[src/rtl/pwmt_pkg.sv]
package pwmt_pkg;

    // Width of the free-running divider, set by the largest ratio (1024).
    localparam int PS_W = 10;

    typedef enum logic [2:0] {
        PS_DIV1    = 3'd0,
        PS_DIV8    = 3'd1,
        PS_DIV64   = 3'd2,
        PS_DIV256  = 3'd3,
        PS_DIV1024 = 3'd4
    } ps_sel_e;

    typedef enum logic {
        MODE_WRAP = 1'b0,
        MODE_DUAL = 1'b1
    } cnt_mode_e;

    // Single-cycle events raised by the counter toward the flag logic.
    typedef struct packed {
        logic ovf;
        logic cmp;
    } tmr_evt_t;

    // Low bits of the divider that must all be one for an enable pulse.
    function automatic logic [PS_W-1:0] ps_mask(input logic [2:0] sel);
        case (sel)
            PS_DIV1:   return 10'd0;
            PS_DIV8:   return 10'd7;
            PS_DIV64:  return 10'd63;
            PS_DIV256: return 10'd255;
            default:   return 10'd1023;
        endcase
    endfunction

endpackage

[src/rtl/pwmt_prescaler.sv]
module pwmt_prescaler
    import pwmt_pkg::*;
(
    input  logic       clk,
    input  logic       rst,
    input  logic [2:0] sel_i,
    output logic       tick_o
);

    logic [PS_W-1:0] div_q;
    logic [PS_W-1:0] mask;

    assign mask = ps_mask(sel_i);

    always_ff @(posedge clk) begin
        if (rst) div_q <= '0;
        else     div_q <= div_q + 1'b1;
    end

    // One pulse every 2^k cycles: all masked bits high.
    assign tick_o = ((div_q & mask) == mask);

endmodule

[src/rtl/pwmt_count.sv]
module pwmt_count
    import pwmt_pkg::*;
#(
    parameter int W = 8
) (
    input  logic         clk,
    input  logic         rst,
    input  logic         tick_i,
    input  logic         mode_i,
    input  logic         wr_en_i,
    input  logic [W-1:0] wr_data_i,
    output logic [W-1:0] cnt_o,
    output logic [W-1:0] nxt_cnt_o,
    output logic         nxt_down_o,
    output logic [W-1:0] nxt_ocr_o,
    output tmr_evt_t     evt_o
);

    localparam logic [W-1:0] TOP = {W{1'b1}};
    localparam logic [W-1:0] ONE = {{(W-1){1'b0}}, 1'b1};

    logic [W-1:0] cnt_q;
    logic [W-1:0] ocr_q;
    logic [W-1:0] buf_q;
    logic [W-1:0] buf_d;
    logic         down_q;
    logic         rising;
    logic         hit_top;

    always_comb begin
        nxt_cnt_o  = cnt_q;
        nxt_down_o = down_q;
        evt_o      = '0;
        rising     = 1'b0;
        buf_d      = wr_en_i ? wr_data_i : buf_q;
        if (tick_i) begin
            if (mode_i == MODE_WRAP) begin
                nxt_cnt_o  = cnt_q + ONE;
                nxt_down_o = 1'b0;
                evt_o.ovf  = (cnt_q == TOP);
            end else begin
                // Climb from zero, or keep climbing below the top.
                rising = (cnt_q == '0) || (!down_q && (cnt_q != TOP));
                if (rising) begin
                    nxt_cnt_o  = cnt_q + ONE;
                    nxt_down_o = ((cnt_q + ONE) == TOP);
                end else begin
                    nxt_cnt_o  = cnt_q - ONE;
                    nxt_down_o = (cnt_q != ONE);
                    evt_o.ovf  = (cnt_q == ONE);
                end
            end
        end
        hit_top = tick_i && (nxt_cnt_o == TOP);
        // Wrap mode writes through; dual-slope reloads at the top only.
        if (mode_i == MODE_WRAP) nxt_ocr_o = wr_en_i ? wr_data_i : ocr_q;
        else                     nxt_ocr_o = hit_top ? buf_d : ocr_q;
        evt_o.cmp = tick_i && (nxt_cnt_o == nxt_ocr_o);
    end

    always_ff @(posedge clk) begin
        if (rst) begin
            cnt_q  <= '0;
            down_q <= 1'b0;
            ocr_q  <= '0;
            buf_q  <= '0;
        end else begin
            cnt_q  <= nxt_cnt_o;
            down_q <= nxt_down_o;
            ocr_q  <= nxt_ocr_o;
            buf_q  <= buf_d;
        end
    end

    assign cnt_o = cnt_q;

    assert_hold_no_tick_R1: assert property (@(posedge clk) disable iff (rst)
        !tick_i |=> $stable(cnt_q));

    assert_wrap_step_R2: assert property (@(posedge clk) disable iff (rst)
        (tick_i && mode_i == MODE_WRAP) |=> (cnt_q == $past(cnt_q) + ONE));

    assert_dual_step_R4: assert property (@(posedge clk) disable iff (rst)
        (tick_i && mode_i == MODE_DUAL) |=>
            ((cnt_q == $past(cnt_q) + ONE) || (cnt_q == $past(cnt_q) - ONE)));

    assert_dual_turn_R4: assert property (@(posedge clk) disable iff (rst)
        (tick_i && mode_i == MODE_DUAL && cnt_q == TOP) |=> (cnt_q == TOP - ONE));

endmodule

[src/rtl/pwmt_wave.sv]
module pwmt_wave
    import pwmt_pkg::*;
#(
    parameter int W = 8
) (
    input  logic         clk,
    input  logic         rst,
    input  logic         tick_i,
    input  logic         mode_i,
    input  logic         inv_i,
    input  logic [W-1:0] nxt_cnt_i,
    input  logic         nxt_down_i,
    input  logic [W-1:0] nxt_ocr_i,
    input  tmr_evt_t     evt_i,
    input  logic         clr_ovf_i,
    input  logic         clr_cmp_i,
    output logic         pwm_o,
    output logic         ovf_o,
    output logic         cmp_o
);

    localparam logic [W-1:0] TOP = {W{1'b1}};

    logic raw_q;
    logic ovf_q;
    logic cmp_q;

    // Non-inverted level for a given count state and compare value.
    function automatic logic dual_level(input logic [W-1:0] c,
                                        input logic         dn,
                                        input logic [W-1:0] r);
        if (r == '0)            return 1'b0;
        if (r == TOP)           return 1'b1;
        if (!dn || (c == TOP))  return (c < r);
        return (c <= r);
    endfunction

    always_ff @(posedge clk) begin
        if (rst) begin
            raw_q <= 1'b0;
            ovf_q <= 1'b0;
            cmp_q <= 1'b0;
        end else begin
            if (tick_i)
                raw_q <= (mode_i == MODE_DUAL) && dual_level(nxt_cnt_i, nxt_down_i, nxt_ocr_i);
            ovf_q <= evt_i.ovf | (ovf_q & ~clr_ovf_i);
            cmp_q <= evt_i.cmp | (cmp_q & ~clr_cmp_i);
        end
    end

    assign pwm_o = (mode_i == MODE_DUAL) ? (raw_q ^ inv_i) : 1'b0;
    assign ovf_o = ovf_q;
    assign cmp_o = cmp_q;

    assert_ovf_sticky_R7: assert property (@(posedge clk) disable iff (rst)
        (ovf_q && !clr_ovf_i) |=> ovf_q);

    assert_cmp_sticky_R7: assert property (@(posedge clk) disable iff (rst)
        (cmp_q && !clr_cmp_i) |=> cmp_q);

    assert_ovf_clear_R7: assert property (@(posedge clk) disable iff (rst)
        (clr_ovf_i && !evt_i.ovf) |=> !ovf_q);

    assert_set_wins_R7: assert property (@(posedge clk) disable iff (rst)
        (evt_i.cmp && clr_cmp_i) |=> cmp_q);

    assert_floor_low_R9: assert property (@(posedge clk) disable iff (rst)
        (tick_i && mode_i == MODE_DUAL && nxt_ocr_i == '0) |=> !raw_q);

endmodule

[src/rtl/pwmt_timer.sv]
module pwmt_timer
    import pwmt_pkg::*;
#(
    parameter int CNT_W = 8
) (
    input  logic             clk,
    input  logic             rst,
    input  logic [2:0]       ps_sel_i,
    input  logic             mode_i,
    input  logic             inv_i,
    input  logic             cmp_wr_i,
    input  logic [CNT_W-1:0] cmp_data_i,
    input  logic             clr_ovf_i,
    input  logic             clr_cmp_i,
    output logic [CNT_W-1:0] count_o,
    output logic             pwm_o,
    output logic             ovf_o,
    output logic             cmp_o
);

    logic             tick;
    logic [CNT_W-1:0] nxt_cnt;
    logic             nxt_down;
    logic [CNT_W-1:0] nxt_ocr;
    tmr_evt_t         evt;

    pwmt_prescaler u_div (
        .clk    (clk),
        .rst    (rst),
        .sel_i  (ps_sel_i),
        .tick_o (tick)
    );

    pwmt_count #(.W(CNT_W)) u_cnt (
        .clk        (clk),
        .rst        (rst),
        .tick_i     (tick),
        .mode_i     (mode_i),
        .wr_en_i    (cmp_wr_i),
        .wr_data_i  (cmp_data_i),
        .cnt_o      (count_o),
        .nxt_cnt_o  (nxt_cnt),
        .nxt_down_o (nxt_down),
        .nxt_ocr_o  (nxt_ocr),
        .evt_o      (evt)
    );

    pwmt_wave #(.W(CNT_W)) u_wave (
        .clk        (clk),
        .rst        (rst),
        .tick_i     (tick),
        .mode_i     (mode_i),
        .inv_i      (inv_i),
        .nxt_cnt_i  (nxt_cnt),
        .nxt_down_i (nxt_down),
        .nxt_ocr_i  (nxt_ocr),
        .evt_i      (evt),
        .clr_ovf_i  (clr_ovf_i),
        .clr_cmp_i  (clr_cmp_i),
        .pwm_o      (pwm_o),
        .ovf_o      (ovf_o),
        .cmp_o      (cmp_o)
    );

endmodule

[config.mk]
export PLATFORM = sky130hd
export DESIGN_NAME = pwmt_timer
export DESIGN_NICKNAME = d
export VERILOG_FILES = /design/src/rtl/pwmt_pkg.sv /design/src/rtl/pwmt_prescaler.sv /design/src/rtl/pwmt_count.sv /design/src/rtl/pwmt_wave.sv /design/src/rtl/pwmt_timer.sv
export SDC_FILE = /design/constraint.sdc
export NUM_CORES = 1
export LEC_CHECK = 0
export ABC_AREA = 1
export BUFFER_PORTS_ARGS = -buffer_cell sky130_fd_sc_hd__buf_2
export CORE_UTILIZATION = 65
export CTS_BUF_LIST = sky130_fd_sc_hd__clkbuf_4 sky130_fd_sc_hd__clkbuf_8
export DETAILED_ROUTE_END_ITERATION = 7
export PLACE_DENSITY = 0.93
export SLEW_MARGIN = 20
export SYNTH_ARGS = -nofsm -noshare
export SYNTH_HDL_FRONTEND = slang
export SYNTH_SLANG_ARGS = --single-unit
[constraint.sdc]
create_clock -name clk -period 4.7 [get_ports clk]
set_input_delay 0.94 -clock clk [delete_from_list [all_inputs] [get_ports clk]]
set_output_delay 0.94 -clock clk [all_outputs]
set_load 0.05 [all_outputs]
== Word-level counts from Yosys, hierarchy flattened ==
Cells that the tools add are included.

* $add $sub $neg: 3
* Eq/ne operators: 12
* Reductions and logical operators: 11
* Bitwise logic cells: 8
* Order comparisons: 2
* Multiplexer cells: 35

{| class="wikitable"
|+ Operators with widths
! cell !! number
|-
| $mux W8 || 7
|-
| $pmux W10 S4 || 1
|-
| $eq A8 B8 Y1 const B || 4
|-
| $mux W1 || 27
|-
| $logic_not A8 Y1 || 2
|-
| $add A10 B1 Y10 const B || 1
|-
| $and A10 B10 Y10 || 1
|-
| $eq A10 B10 Y1 || 1
|-
| $add A8 B1 Y8 const B || 1
|-
| $eq A8 B1 Y1 const B || 1
|-
| $eq A8 B8 Y1 || 1
|-
| $le A8 B8 Y1 || 1
|-
| $lt A8 B8 Y1 || 1
|-
| $ne A8 B1 Y1 const B || 1
|-
| $ne A8 B8 Y1 const B || 1
|-
| $sub A8 B1 Y8 const B || 1
|-
| $eq A3 B2 Y1 const B || 2
|-
| $logic_and A1 B1 Y1 || 4
|-
| $eq A3 B1 Y1 const B || 1
|-
| $logic_not A3 Y1 || 1
|-
| $and A1 B1 Y1 || 2
|-
| $logic_not A1 Y1 || 2
|-
| $logic_or A1 B1 Y1 || 2
|-
| $not A1 Y1 || 2
|-
| 2 further kinds || 3
|}

* Register bits: 38
* Output and inout bits: 11
* Word-level logic and storage cells: 79

== Longest topological paths before layout ==
* Depth after elaboration: 27
* Mapped depth: 28
* Gate-level depth less buffers: 28

== By module ==
Synthesis repeated with hierarchy kept, for this count alone.

* Cell total of the unflattened synthesis: 464
* Area total of the unflattened synthesis: 2849.0 um^2

{| class="wikitable"
|+ Modules (own cells, without submodules)
! module !! times used !! cells each !! area an instance (um^2)
|-
| pwmt_count || 1 || 317 || 1925.6
|-
| pwmt_prescaler || 1 || 72 || 474.2
|-
| pwmt_wave || 1 || 75 || 449.2
|}

== Least setup slack after synthesis ==
No wires, ideal clock.

* Kind: flip-flop to flip-flop
* From: register u_cnt.cnt_q[0] (netlist: u_cnt.cnt_o[0])
* To: register u_wave.raw_q
* Library setup time: 67 ps
* Path slack: 1213 ps
* Data arrival time: 3419 ps
* Cell stages (with the launch flop): 28
* Required time: 4633 ps
* Buffers on the path: 0
* Cell sequence: dfxtp_1 -> inv_1 -> ha_1 -> nand2_2 -> nor2_1 -> nor2_2 -> nand2_4 -> nand3_1 -> nand3_1 -> nand2_1 -> nand2_1 -> nor2_4 -> nand3_4 -> nand2_1 -> nand3_1 -> nand2_1 -> inv_1 -> ha_1 -> nand2_1 -> inv_1 -> nand3_1 -> nor2_1 -> nand4_1 -> nand2_1 -> inv_1 -> nand2_1 -> nand2_1 -> a21oi_2

* Word-level cells in the longest chain between the ends: 20

{| class="wikitable"
|+ RTL lines
! item !! RTL line !! RTL
|-
| start, declared || pwmt_count.sv:22 || <nowiki>logic [W-1:0] cnt_q;</nowiki>
|-
| start signal, assigned || pwmt_count.sv:68 || <nowiki>cnt_q <= nxt_cnt_o;</nowiki>
|-
| branches (longest 4 deep; another with $sub A8 B1 Y8) || - ||
|-
| $mux W8 * || pwmt_count.sv:37 || <nowiki>if (mode_i == MODE_WRAP) begin</nowiki>
|-
| $mux W8 * || pwmt_count.sv:36 || <nowiki>if (tick_i) begin</nowiki>
|-
| net nxt_cnt[3] || pwmt_timer.sv:22 || <nowiki>logic [CNT_W-1:0] nxt_cnt;</nowiki>
|-
| branches (longest 10 deep; another with $lt A8 B8 Y1) || - ||
|-
| $mux W1 * || pwmt_wave.sv:33 || <nowiki>if (r == TOP) return 1'b1;</nowiki>
|-
| $mux W1 * || pwmt_wave.sv:44 || <nowiki>if (tick_i)</nowiki>
|-
| $mux W1 * || pwmt_wave.sv:39 || <nowiki>if (rst) begin</nowiki>
|-
| $logic_and A1 B1 Y1 * || pwmt_wave.sv:45 || <nowiki>raw_q <= (mode_i == MODE_DUAL) && dual_level(nxt_cnt_i, nxt_down_i, nxt_ocr_i);</nowiki>
|-
| end signal, assigned || pwmt_wave.sv:45 ||
|-
| end, declared || pwmt_wave.sv:24 || <nowiki>logic raw_q;</nowiki>
|}

Mark *: on every way through the listed nets, which the timed path passes. The select of a mux whose other input is x is not followed.
A chain may end at the register's enable or synchronous reset.

== Worst setup path in the final report ==
* From: input port ps_sel_i[1]
* To: register u_wave.raw_q

* Word-level cells in the longest chain between the ends: 19

{| class="wikitable"
|+ RTL lines
! item !! RTL line !! RTL
|-
| start, declared || pwmt_timer.sv:8 || <nowiki>input logic [2:0] ps_sel_i,</nowiki>
|-
| $eq A3 B2 Y1 (tied with other cells) || pwmt_pkg.sv:27 || <nowiki>case (sel)</nowiki>
|-
| $pmux W10 S4 * || pwmt_pkg.sv:27 ||
|-
| $and A10 B10 Y10 || pwmt_prescaler.sv:21 || <nowiki>assign tick_o = ((div_q & mask) == mask);</nowiki>
|-
| $eq A10 B10 Y1 * || pwmt_prescaler.sv:21 ||
|-
| $mux W8 * || pwmt_count.sv:36 ||
|-
| net nxt_cnt[4] || pwmt_timer.sv:22 ||
|-
| branches (longest 10 deep; another with $lt A8 B8 Y1) || - ||
|-
| $mux W1 * || pwmt_wave.sv:33 ||
|-
| $mux W1 * || pwmt_wave.sv:44 ||
|-
| $mux W1 * || pwmt_wave.sv:39 ||
|-
| $logic_and A1 B1 Y1 * || pwmt_wave.sv:45 ||
|}

Marks and branches as above.

==> run_results.csv <==
group,metric,value,unit
run_status,run_status,"finished clean",
yosys,synth-seq-cells,38,
yosys,syn_area,2640,um^2
yosys,synth_sequential_area_ratio,28.8,%
drt,first_iter_violations,248,
setup_path,critical-path-top-cell-by-count,"sky130_fd_sc_hd__nand2_1",
floorplan,initial_core_util,69.9,%
clock_tree,cts_tree,"built",
clock_tree,clk_transition_reported_paths,0.08,ns
timing,fin_crit,3.70,ns
yosys,synth-warning-count,0,
yosys,post_synth_inst_count,399,
timing,unrepaired_setup_endpoints_after_global_routing,"no",
setup_path,crit_start_category,"input port",
floorplan,std_cell_core_area,3770,um^2
power_and_ir_drop,pwrdens,241,nW/um^2
yosys,postSynth.asyncResetShare,0,%
finish,syn_to_final_growth,8.97,%
drt,vias,2625,
global_routing,vias_in_the_first_global_route,2238,
clock_tree,hold_buffers,0,
power_and_ir_drop,power.static_leakage,1.39,nW
finish,multiInputGateArea,1640,um^2
floorplan,die_w,65.7,um
timing,final-max-slew-violation-count,0,
yosys,postSynth.topFlopCell,"sky130_fd_sc_hd__dfxtp_1",
clock_tree,tritoncts.num_buffers,5,
setup_path,r2r_cells,27,
yosys,synthesis.nets,429,
global_routing,grt_usage,30.9,%
timing,final_min_period_over_clock_period,78.8,%
drt,route.detailed.vias_per_inst,5.56,
drt,routed_antenna_nets,0,
setup_path,cp-startpoint,"ps_sel_i[1]",
floorplan,top_level_ports,29,
timing,timing.clock.skew,0.00577,ns
setup_path,slowest_delay,0.29,ns
clock_tree,post_cts_resized,0,
setup_path,critPathMaxFanout,18,
place,gp_congestion,0.977,
yosys,mean_area_per_synthesized_cell,6.61,um^2
drt,wl,6.25,mm
setup_path,rr_startpoint,"u_cnt.cnt_o[0]",
floorplan,die_y,65.7,um
power_and_ir_drop,vdd.ir_drop.worst,197,uV
global_routing,grt_start_max_net_pins,34,
global_routing,antenna_violations_before_repair,0,
yosys,yosys.cell_types.count,36,
global_routing,grt_overflow_total,0,
timing,final_hold_viol_count,0,
timing,setup_ws,0.997,ns
finish,drive_gt1_share,18.2,%
clock_tree,clock_tree.buffer_depth,2,
global_routing,grt_first_pass_wirelength,10.1,mm
worst_hold_path,holdCritPathClass,"reg2reg",
finish,design.final.nets,453,
drt,first_pass_iters,4,
yosys,synth-edff-count,0,
clock_tree,ctsHtreeMaxLevel,2,
clock_tree,clock_insertion_delay_worst_skew,0.30,ns
setup_path,reg2reg_to,"u_wave.raw_q",
floorplan,die_area,4320,um^2
power_and_ir_drop,total_power,0.692,mW
timing,timing_worst_slew_pin_value,0.606,ns
finish,footprint_of_the_flip_flops_and_latches,761,um^2
floorplan,number_of_rows_in_the_core_area,22,
place,place_hpwl,4.67,mm
drt,wl_per_cell,13.3,um
place,io_buffers,28,
setup_path,worstPathArrival,3.94,ns
setup_path,reg2reg_setup_slack,1.05,ns
setup_path,timing.critical_path.slowest_stage_cell,"sky130_fd_sc_hd__or2_2",
timing,achievable-frequency,0.270,GHz
setup_path,critPathKind,"in2reg",
drt,remaining_drc_errors,0,
clock_tree,clockRootBuffer,"sky130_fd_sc_hd__clkbuf_8",
finish,final_common_cell,"sky130_fd_sc_hd__nand2_1",
setup_path,critPathCapture,"u_wave.raw_q",
finish,num_antenna_cells,0,
timing,slew_headroom,59.6,%
setup_path,critPathCaptureType,"flip-flop",
timing,total_setup_violations_reported_at_the_end_of_the_flow,0,
timing,final.setup.tns,0,ns
finish,mostFrequentLayoutCells,"sky130_fd_sc_hd__nand2_1, sky130_fd_sc_hd__nor2_1, sky130_fd_sc_hd__inv_1",
clock_tree,cts_sinks,38,
setup_path,worst_ep_required_time,4.94,ns
place,preCtsSetupSlack,0.765,ns
flow_run,cap_violations,0,
finish,fillCellCount,302,
clock_tree,cts_post_setup_buffers_inserted,0,
-- how the worst min path moves through the flow --
| stage | slack [ns] | end | cells past startpoint | startpoint |
|---|---|---|---|---|
| 2_1_floorplan | 0.44 | u_div.div_q[9] | 2 | u_div.div_q[9] |
| 3_3_place_gp | 0.45 | u_wave.ovf_o | 2 | u_wave.ovf_o |
| 3_5_place_dp | 0.46 | u_div.div_q[9] | 2 | u_div.div_q[9] |
| 4_1_cts | 0.47 | u_div.div_q[9] | 2 | u_div.div_q[9] |
| 5_1_grt | 0.50 | u_wave.ovf_o | 2 | u_wave.ovf_o |
| 6_report | 0.47 | u_div.div_q[9] | 2 | u_div.div_q[9] |
-- synth_stat cells, types with 2 or more instances --
cell / instances / share of area [%]
sky130_fd_sc_hd__buf_4: 2 / 0.57
sky130_fd_sc_hd__dfxtp_1: 38 / 29
sky130_fd_sc_hd__clkbuf_1: 6 / 0.85
sky130_fd_sc_hd__nor2_8: 2 / 1.5
sky130_fd_sc_hd__ha_1: 12 / 5.7
sky130_fd_sc_hd__nand2_1: 105 / 15
sky130_fd_sc_hd__o21bai_1: 2 / 0.57
sky130_fd_sc_hd__xnor2_1: 4 / 1.3
sky130_fd_sc_hd__inv_2: 4 / 0.57
sky130_fd_sc_hd__a21oi_2: 2 / 0.66
sky130_fd_sc_hd__o21ai_1: 2 / 0.38
sky130_fd_sc_hd__nor2_1: 53 / 7.5
sky130_fd_sc_hd__nand2_4: 2 / 0.85
sky130_fd_sc_hd__inv_1: 42 / 6.0
sky130_fd_sc_hd__buf_2: 2 / 0.38
sky130_fd_sc_hd__nor2_2: 5 / 1.2
sky130_fd_sc_hd__nor2_4: 3 / 1.3
sky130_fd_sc_hd__a21oi_1: 18 / 3.4
sky130_fd_sc_hd__xor2_1: 5 / 1.7
sky130_fd_sc_hd__nand2_2: 8 / 1.9
sky130_fd_sc_hd__a21boi_0: 3 / 0.85
sky130_fd_sc_hd__or2_2: 2 / 0.47
sky130_fd_sc_hd__nand3_2: 10 / 3.8
sky130_fd_sc_hd__o21ai_0: 10 / 1.9
sky130_fd_sc_hd__nand4_1: 13 / 3.1
sky130_fd_sc_hd__nand3_1: 34 / 6.5
-- final cells by class --
type                    instances  share of cell area, %
well taps                      48                   2.09
clock inverters                 2                  0.435
multi-input cells             303                   57.1
flip-flops and latches         38                   26.5
repair buffers                 28                   4.88
inverters                      47                   6.18
clock buffers                   6                   2.87
-- layer usage --
layer	track usage, %	vias up	part of all wire (%)
li1	-	1331	-
met1	39.8	1168	45
met2	49.7	107	47
met3	6.25	19	6.5
met4	12.8	0	2.1
met5	0	-	0
-- worst max-delay path: cells and delay by family --
kind / cells / cell delay (ns)
buf+inv: 5 / 0.36
fa+ha+maj: 1 / 0.28
simple gates: 18 / 2.24
compound gates: 1 / 0.10
-- report_power, final --
| group | internal, mW | switching (mW) | leakage, nW |
|---|---|---|---|
| registers | 0.333 | 0.00726 | 0.310 |
| logic | 0.0366 | 0.0736 | 1.04 |
| clock network | 0.118 | 0.124 | 0.0472 |
-- sequential cells by signal, summed over array words and instances (netlist names) --
signal / flops
u_div.div_q: 10
u_cnt.buf_q: 8
u_cnt.cnt_o: 8
u_cnt.ocr_q: 8
u_cnt.down_q: 1
u_wave.cmp_o: 1
u_wave.ovf_o: 1
u_wave.raw_q: 1
-- cell families (layout without fill, tap and decap cells) --
logic type      count (synthesis)  count (layout)  share of synthesized area (%)
compound gates                 43              43                           9.54
xor+xnor                        9               9                           2.99
fa+ha+maj                      12              12                           5.69
buf+inv                        58              83                           8.97
flops                          38              38                           28.8
simple gates                  239             239                           44.0
-- metrics by stage --
| step | std cells | area (um^2) | util, % | hold slack, ns |
|---|---|---|---|---|
| 3_5_place_dp | 464 | 2780 | 73.7 | 0.463 |
| 4_1_cts | 472 | 2870 | 76.2 | 0.475 |
| 2_1_floorplan | 399 | 2640 | - | 0.439 |
| 3_3_place_gp | 464 | 2780 | 73.7 | 0.449 |
| 6_report | 472 | 2870 | 76.2 | 0.469 |
| 5_1_grt | 472 | 2870 | 76.2 | 0.501 |
(Power assumes the default switching activity.)
